File: config.mk
export PLATFORM = sky130hd
export DESIGN_NAME = irq_cmd_status
export DESIGN_NICKNAME = d
export VERILOG_FILES = /design/src/rtl/isc_pkg.sv /design/src/rtl/isc_cmd_decode.sv /design/src/rtl/isc_flag_bank.sv /design/src/rtl/isc_req_gen.sv /design/src/rtl/irq_cmd_status.sv
export SDC_FILE = /design/constraint.sdc
export NUM_CORES = 1
export LEC_CHECK = 0
export BUFFER_PORTS_ARGS = -buffer_cell sky130_fd_sc_hd__buf_4
export CORE_AREA = 2 2 39 41
export CTS_BUF_LIST = sky130_fd_sc_hd__clkbuf_2
export CTS_CLUSTER_SIZE = 24
export DETAILED_ROUTE_END_ITERATION = 12
export DIE_AREA = 0 0 41 43
export GPL_TIMING_DRIVEN = 0
export PLACE_DENSITY_LB_ADDON = 0.15
export SYNTH_ARGS = -nofsm -noshare
export SYNTH_HDL_FRONTEND = slang
export SYNTH_SLANG_ARGS = --single-unit
File: constraint.sdc
create_clock -name clk -period 0.8 [get_ports clk]
set_input_delay 0.04 -clock clk [delete_from_list [all_inputs] [get_ports clk]]
set_output_delay 0.04 -clock clk [all_outputs]
set_load 0.005 [all_outputs]
File: src/rtl/isc_pkg.sv
package isc_pkg;

   // Command codes carried in the top three bits of a host write
   typedef enum logic [2:0] {
      CMD_NOP          = 3'b000,
      CMD_CLR_PEND_SVC = 3'b001,
      CMD_SET_SVC      = 3'b010,
      CMD_CLR_SVC      = 3'b011,
      CMD_SET_PEND     = 3'b100,
      CMD_CLR_PEND     = 3'b101,
      CMD_SET_EN       = 3'b110,
      CMD_CLR_EN       = 3'b111
   } isc_cmd_e;

   localparam int unsigned ISC_CMD_W  = 3;
   localparam int unsigned ISC_FLAG_W = 4;

   // Per-edge flag update controls produced by the decoder
   typedef struct packed {
      logic set_svc;
      logic clr_svc;
      logic set_pend;
      logic clr_pend;
      logic set_en;
      logic clr_en;
   } isc_ctl_t;

   // Interrupt flags, ordered as they appear in the status byte
   typedef struct packed {
      logic svc;
      logic en;
      logic pend;
      logic err;
   } isc_flags_t;

endpackage

File: src/rtl/isc_cmd_decode.sv
module isc_cmd_decode
   import isc_pkg::*;
#(
   parameter int unsigned CTRL_W = 4,
   localparam int unsigned BYTE_W = CTRL_W + ISC_FLAG_W
) (
   input  logic              wr_en,
   input  logic [BYTE_W-1:0] wr_data,
   output isc_ctl_t          ctl
);

   isc_cmd_e cmd;

   assign cmd = isc_cmd_e'(wr_data[BYTE_W-1 -: ISC_CMD_W]);

   always_comb begin
      ctl = '0;
      if (wr_en) begin
         unique case (cmd)
            CMD_NOP:          ctl = '0;
            CMD_CLR_PEND_SVC: begin
               ctl.clr_pend = 1'b1;
               ctl.clr_svc  = 1'b1;
            end
            CMD_SET_SVC:      ctl.set_svc  = 1'b1;
            CMD_CLR_SVC:      ctl.clr_svc  = 1'b1;
            CMD_SET_PEND:     ctl.set_pend = 1'b1;
            CMD_CLR_PEND:     ctl.clr_pend = 1'b1;
            CMD_SET_EN:       ctl.set_en   = 1'b1;
            CMD_CLR_EN:       ctl.clr_en   = 1'b1;
            default:          ctl = '0;
         endcase
      end
   end

endmodule

File: src/rtl/isc_flag_bank.sv
module isc_flag_bank
   import isc_pkg::*;
#(
   parameter int unsigned CTRL_W = 4
) (
   input  logic              clk,
   input  logic              rst,
   input  logic              wr_en,
   input  logic [CTRL_W-1:0] ctrl_in,
   input  isc_ctl_t          ctl,
   input  logic              event_i,
   output isc_flags_t        flags,
   output logic [CTRL_W-1:0] ctrl_q
);

   logic overrun;

   // An event that finds pending already set is an overrun
   assign overrun = event_i & flags.pend;

   always_ff @(posedge clk) begin
      if (rst) begin
         flags  <= '0;
         ctrl_q <= '0;
      end else begin
         if (wr_en) begin
            ctrl_q <= ctrl_in;
         end
         flags.svc  <= (flags.svc | ctl.set_svc) & ~ctl.clr_svc;
         flags.en   <= (flags.en  | ctl.set_en)  & ~ctl.clr_en;
         // Hardware event outranks a clearing command on the same edge
         flags.pend <= event_i | ((flags.pend | ctl.set_pend) & ~ctl.clr_pend);
         flags.err  <= overrun | (flags.err & ~ctl.clr_pend);
      end
   end

endmodule

File: src/rtl/isc_req_gen.sv
module isc_req_gen
   import isc_pkg::*;
#(
   parameter bit REQ_PIPE = 1'b1
) (
   input  logic       clk,
   input  logic       rst,
   input  isc_flags_t flags,
   input  logic       master_en,
   output logic       irq
);

   logic req_raw;

   assign req_raw = flags.en & flags.pend & ~flags.svc & master_en;

   if (REQ_PIPE) begin : g_pipe
      logic req_q;
      always_ff @(posedge clk) begin
         if (rst) begin
            req_q <= 1'b0;
         end else begin
            req_q <= req_raw;
         end
      end
      assign irq = req_q;
   end else begin : g_comb
      assign irq = req_raw;
   end

endmodule

File: src/rtl/irq_cmd_status.sv
module irq_cmd_status
   import isc_pkg::*;
#(
   parameter int unsigned CTRL_W   = 4,
   parameter bit          REQ_PIPE = 1'b1,
   localparam int unsigned BYTE_W  = CTRL_W + ISC_FLAG_W
) (
   input  logic              clk,
   input  logic              rst,
   input  logic              wr_en,
   input  logic [BYTE_W-1:0] wr_data,
   input  logic              event_i,
   input  logic              master_en,
   output logic [BYTE_W-1:0] rd_data,
   output logic              irq
);

   if (CTRL_W < 1) begin : g_bad_ctrl_w
      $error("irq_cmd_status: CTRL_W must be at least 1");
   end
   if (CTRL_W > 24) begin : g_big_ctrl_w
      $error("irq_cmd_status: CTRL_W must not exceed 24");
   end

   isc_ctl_t          ctl;
   isc_flags_t        flags;
   logic [CTRL_W-1:0] ctrl_q;

   isc_cmd_decode #(
      .CTRL_W (CTRL_W)
   ) u_decode (
      .wr_en   (wr_en),
      .wr_data (wr_data),
      .ctl     (ctl)
   );

   isc_flag_bank #(
      .CTRL_W (CTRL_W)
   ) u_flags (
      .clk     (clk),
      .rst     (rst),
      .wr_en   (wr_en),
      .ctrl_in (wr_data[CTRL_W-1:0]),
      .ctl     (ctl),
      .event_i (event_i),
      .flags   (flags),
      .ctrl_q  (ctrl_q)
   );

   isc_req_gen #(
      .REQ_PIPE (REQ_PIPE)
   ) u_req (
      .clk       (clk),
      .rst       (rst),
      .flags     (flags),
      .master_en (master_en),
      .irq       (irq)
   );

   assign rd_data = {flags, ctrl_q};

endmodule

# After elaboration in Yosys (flattened, before gate mapping)
# Cells that the tools add are included.
# word_totals
register_bits	9
inputBits	13
out_inout_bits	9
elab_cells	39
# op_classes
eq_ne	7
mux	7
bitwise_logic	17
reduce_logical	2
# ops
cell	count
== test 3 bit, second input constant	4
bitwise AND 1 bit	8
== test 3 x 2 -> 1 bit, second input constant	2
two-way mux 1 bit	6
two-way mux 6 bit	1
OR 1 bit	5
inverter 1 bit	4
OR reduction 2 bit	2
== test 3 x 1 -> 1 bit, second input constant	1

# Depth between registers and ports, before layout
# logic_depth
word_depth	7
ltp_mapped	3
depth_no_buf	2

# Cells and area by module
# A second synthesis with hierarchy kept.
# unflattened
cells_unflattened	37
area_unflattened_um2	391.6
# modules_own_cells
module	instances	cells_per_inst	area_each_um2
isc_flag_bank	1	28	290.3
isc_cmd_decode	1	6	66.3
isc_req_gen	1	3	35.0

# Worst setup path after synthesis
# OpenSTA, ideal clock, no wires.
# synth_timing
kind	reg2reg
from	register u_flags.flags[2] (netlist name)
to	register u_flags.flags[2] (netlist name)
setup_time_ps	121
arrival_time_ps	668
required_time_ps	679
slack_ps	11
path_stages_with_launch	3
path_buffers	0
period_less_slack_ps	789
path_cell_list	dfxtp_1 -> nor2b_1 -> mux2_4
# synth_via
elab_chain_len	2
# synth_rtl
item	line	source
OR 1 bit	isc_flag_bank.sv:30	flags.en <= (flags.en | ctl.set_en) & ~ctl.clr_en;
bitwise AND 1 bit	isc_flag_bank.sv:30	
# No other way between the ends.
# A chain may end at the register's enable or synchronous reset.

# Worst setup path after layout
# layout_timing
from	register u_flags.flags[2] (netlist name)
to	register u_flags.flags[2] (netlist name)
# layout_via
elab_chain_len	2
# layout_rtl
item	line
OR 1 bit	isc_flag_bank.sv:30
bitwise AND 1 bit	isc_flag_bank.sv:30
# No other way between the ends.

==> metrics.md <==
| Metric | Value |
|---|---|
| Floorplan die width | 41 um |
| Overall power | 0.951 mW |
| Worst r2r src | u_flags.flags[2] |
| # fillers | 142 |
| Most common library cell in the layout ignoring fill and taps | sky130_fd_sc_hd__buf_4 |
| Router iterations before antenna repair | 1 |
| Count of placed standard cells including taps | 70 |
| Power Density | 1620 nW/um2 |
| Post-route antenna net violation count | 0 |
| Mapped Avg Cell Area | 10.7 um2 |
| Maximum number of pins on one net before global-route repair | 11 |
| Effective utilization at floorplan | 0.279 |
| Area growth from synthesis to final layout | 52.1% |
| Register bit total from synthesis | 9 |
| Root Driver | sky130_fd_sc_hd__clkbuf_2 |
| Outcome | finished with violations |
| Num CTS Buffers | 3 |
| Worst min-delay path endpoint | u_flags.ctrl_q[3] |
| Reg-to-reg critical path endpoint | u_flags.flags[2] |
| Setup slack of the most critical reg-to-reg path | -0.007 ns |
| GPL Wtd Cong | 0.568 |
| Worst slack after detailed placement | -0.00399 ns |
| Number of max-capacitance violations reported | 0 |
| First-pass GRT wire length | 1290 um |
| Number of standard cells in the final layout excluding fillers | 75 |
| Worst min-delay path startpoint | wr_data[3] |
| Wirelength, routed | 867 um |
| Number of top-level pins | 22 |
| Total routing resource utilization after global routing | 0.113 |
| Top delay family on crit path | flip-flops |
| Violations in the final reports | negative setup slack |
| Port Buffer Count | 18 |
| LEAKAGE | 0.285 nW |
| Number of nets in the layout | 73 |
| Tightest Hold Check Type | input port to flip-flop |
| Nets in the synthesized netlist | 49 |
| Worst vdd ir | 0.630 mV |
| Worst Hold Path Cells | 3 |
| Number of global-route vias before repair | 301 |
| Clock latency on the worst-skew pair | 0.24 ns |
| Core Rows | 14 |
| RSZ-0062 raised after global routing | true |
| Number of cells produced by synthesis | 36 |
| Worst EP arrival | 0.94 ns |
| Highest cell delay on the worst timing path | 0.34 ns |
| Die outline area | 1760 um2 |
| Classification of the worst setup path | flip-flop to flip-flop |
| Maximum clock frequency | 1.24 GHz |
| Buffers from clock root to sink, at most | 2 |
| Drt wl/cell | 11.6 um |
| Count of cells along the worst register-to-register path | 2 |
| Total gr overflow | 0 |
| Ordered cell list for the critical path | nor2b_4 -> mux2_4 |
| TritonCTS sink count | 9 |
| Final critical delay including setup and external delays | 0.807 ns |
| Clock tree from TritonCTS | yes |
| Fin worst setup slack | -0.00724 ns |
| Combined buffer and inverter count along the critical path | 0 |
| Launching element type of the critical path | flip-flop |
| Max-slew violation total from the final report | 0 |
| Setup Skew | 0.000673 ns |
| Critical path required time | 0.94 ns |
| Combined area of all synthesized cells | 387 um2 |
| Ratio of final minimum period to clock period | 1.01 |
| Count of synthesis-stage warnings from yosys | 0 |
| Largest fanout on the critical path | 3 |
| Placed wire-length estimate | 599 um |
| Fraction of final layout cells sized beyond drive strength 1 | 0.559 |
| H-tree levels | 1 |
| Antenna violations before repair | 0 |
| Cell with the largest stage delay on the worst path | sky130_fd_sc_hd__dfxtp_2 |
| Chip height | 43 um |
| # diodes | 0 |
| Vias/cell | 4.56 |
| Clock transition at the registers of the reported paths | 0.10 ns |
| Distinct cell type count after synthesis | 17 |
| Worst-case hold slack | 0.0272 ns |
| Vias after detailed routing | 342 |
| Iteration-0 DRC count of the detailed router | 0 |
| Register area share after synthesis | 0.466 |
| Hold buffers post-CTS | 0 |
| Setup violation total in the final timing report | 1 |
| Top library cells by usage in the layout, fill and taps aside | 18 x sky130_fd_sc_hd__buf_4, 7 x sky130_fd_sc_hd__nor2_1, 5 x sky130_fd_sc_hd__dfxtp_1 |
| Actual slew at the worst max-slew pin | 0.219 ns |
| Normalized max-slew margin | 0.854 |
| Number of remaining DRC errors | 0 |
| Nature of the critical path endpoint | flip-flop |
| Final hold vios | 0 |
| Core area | 1380 um2 |
## how the worst max path moves through the flow
stage	from	endpoint	slack, ns	cells after the start
after floorplan	u_flags.flags[2]	u_flags.flags[2]	0.01	2
after global placement	u_flags.flags[2]	u_flags.flags[2]	-0.004	2
after detailed placement	u_flags.flags[2]	u_flags.flags[2]	-0.004	2
after CTS	u_flags.flags[2]	u_flags.flags[2]	-0.02	2
after global routing	u_flags.flags[2]	u_flags.flags[2]	-0.03	2
final	u_flags.flags[2]	u_flags.flags[2]	-0.007	2
## per-stage QoR
step                       util  TNS (ns)  cell area, um2
after floorplan               -         0             387
after global placement    0.392  -0.00415             542
after detailed placement  0.392  -0.00399             542
after CTS                 0.408   -0.0219             564
after global routing      0.425   -0.0359             588
final                     0.425  -0.00724             588
## tightest hold or removal path: stages
cell and delay, ns:
sky130_fd_sc_hd__buf_4 0.07, sky130_fd_sc_hd__mux2i_1 0.05, sky130_fd_sc_hd__nor2_1 0.07
## synth_stat cells (all sizes together)
| master | instances | area (um2) |
|---|---|---|
| dfxtp | 9 | 180 |
| a32o | 1 | 10.0 |
| a211oi | 1 | 12.5 |
| mux2 | 1 | 15.0 |
| nor2b | 2 | 12.5 |
| mux2i | 4 | 40.0 |
| nand3 | 1 | 10.0 |
| inv | 1 | 3.75 |
| and3b | 1 | 8.76 |
| buf | 2 | 16.3 |
| nand3b | 2 | 15.0 |
| nand2 | 1 | 3.75 |
| nand4b | 1 | 8.76 |
| o221a | 1 | 11.3 |
| and4bb | 1 | 12.5 |
| nor2 | 7 | 26.3 |
## cell families after synthesis
logic type / share of synthesized area
buffers and inverters: 0.0518
DFF: 0.466
muxes: 0.142
AOI/OAI and AO/OA: 0.0874
and+or+nand+nor: 0.252
## report_power, final
part,switching [mW],internal [mW]
Sequential,0.0154,0.473
Clock,0.163,0.133
Combinational,0.0620,0.104
Total,0.240,0.710
## flip-flops by register name, summed over array words and instances (netlist names)
name	flops
u_flags.ctrl_q	4
u_req.irq	1
u_flags.flags	4
## cell type report
cell class	count	area, um2	area share
buffer	2	16.3	0.0277
clock buffer	4	20.0	0.0340
inverter	1	3.75	0.00638
multi-input combinational	24	194	0.330
sequential	9	188	0.319
tap	16	20.0	0.0340
timing repair buffer	19	146	0.249
## layer usage
metal | track usage | wire (um) | share of wire
met5 | 0 | 0 | 0
met4 | 0.0800 | 0 | 0
met3 | 0.0471 | 97 | 0.11
met2 | 0.138 | 395 | 0.46
met1 | 0.153 | 374 | 0.43
## timing repair
action	4_1_cts	5_1_grt
resized for setup	2	6
setup endpoints to repair	2	4
buffers inserted	0	1
Note: power is estimated with default switching activity, not from simulation.
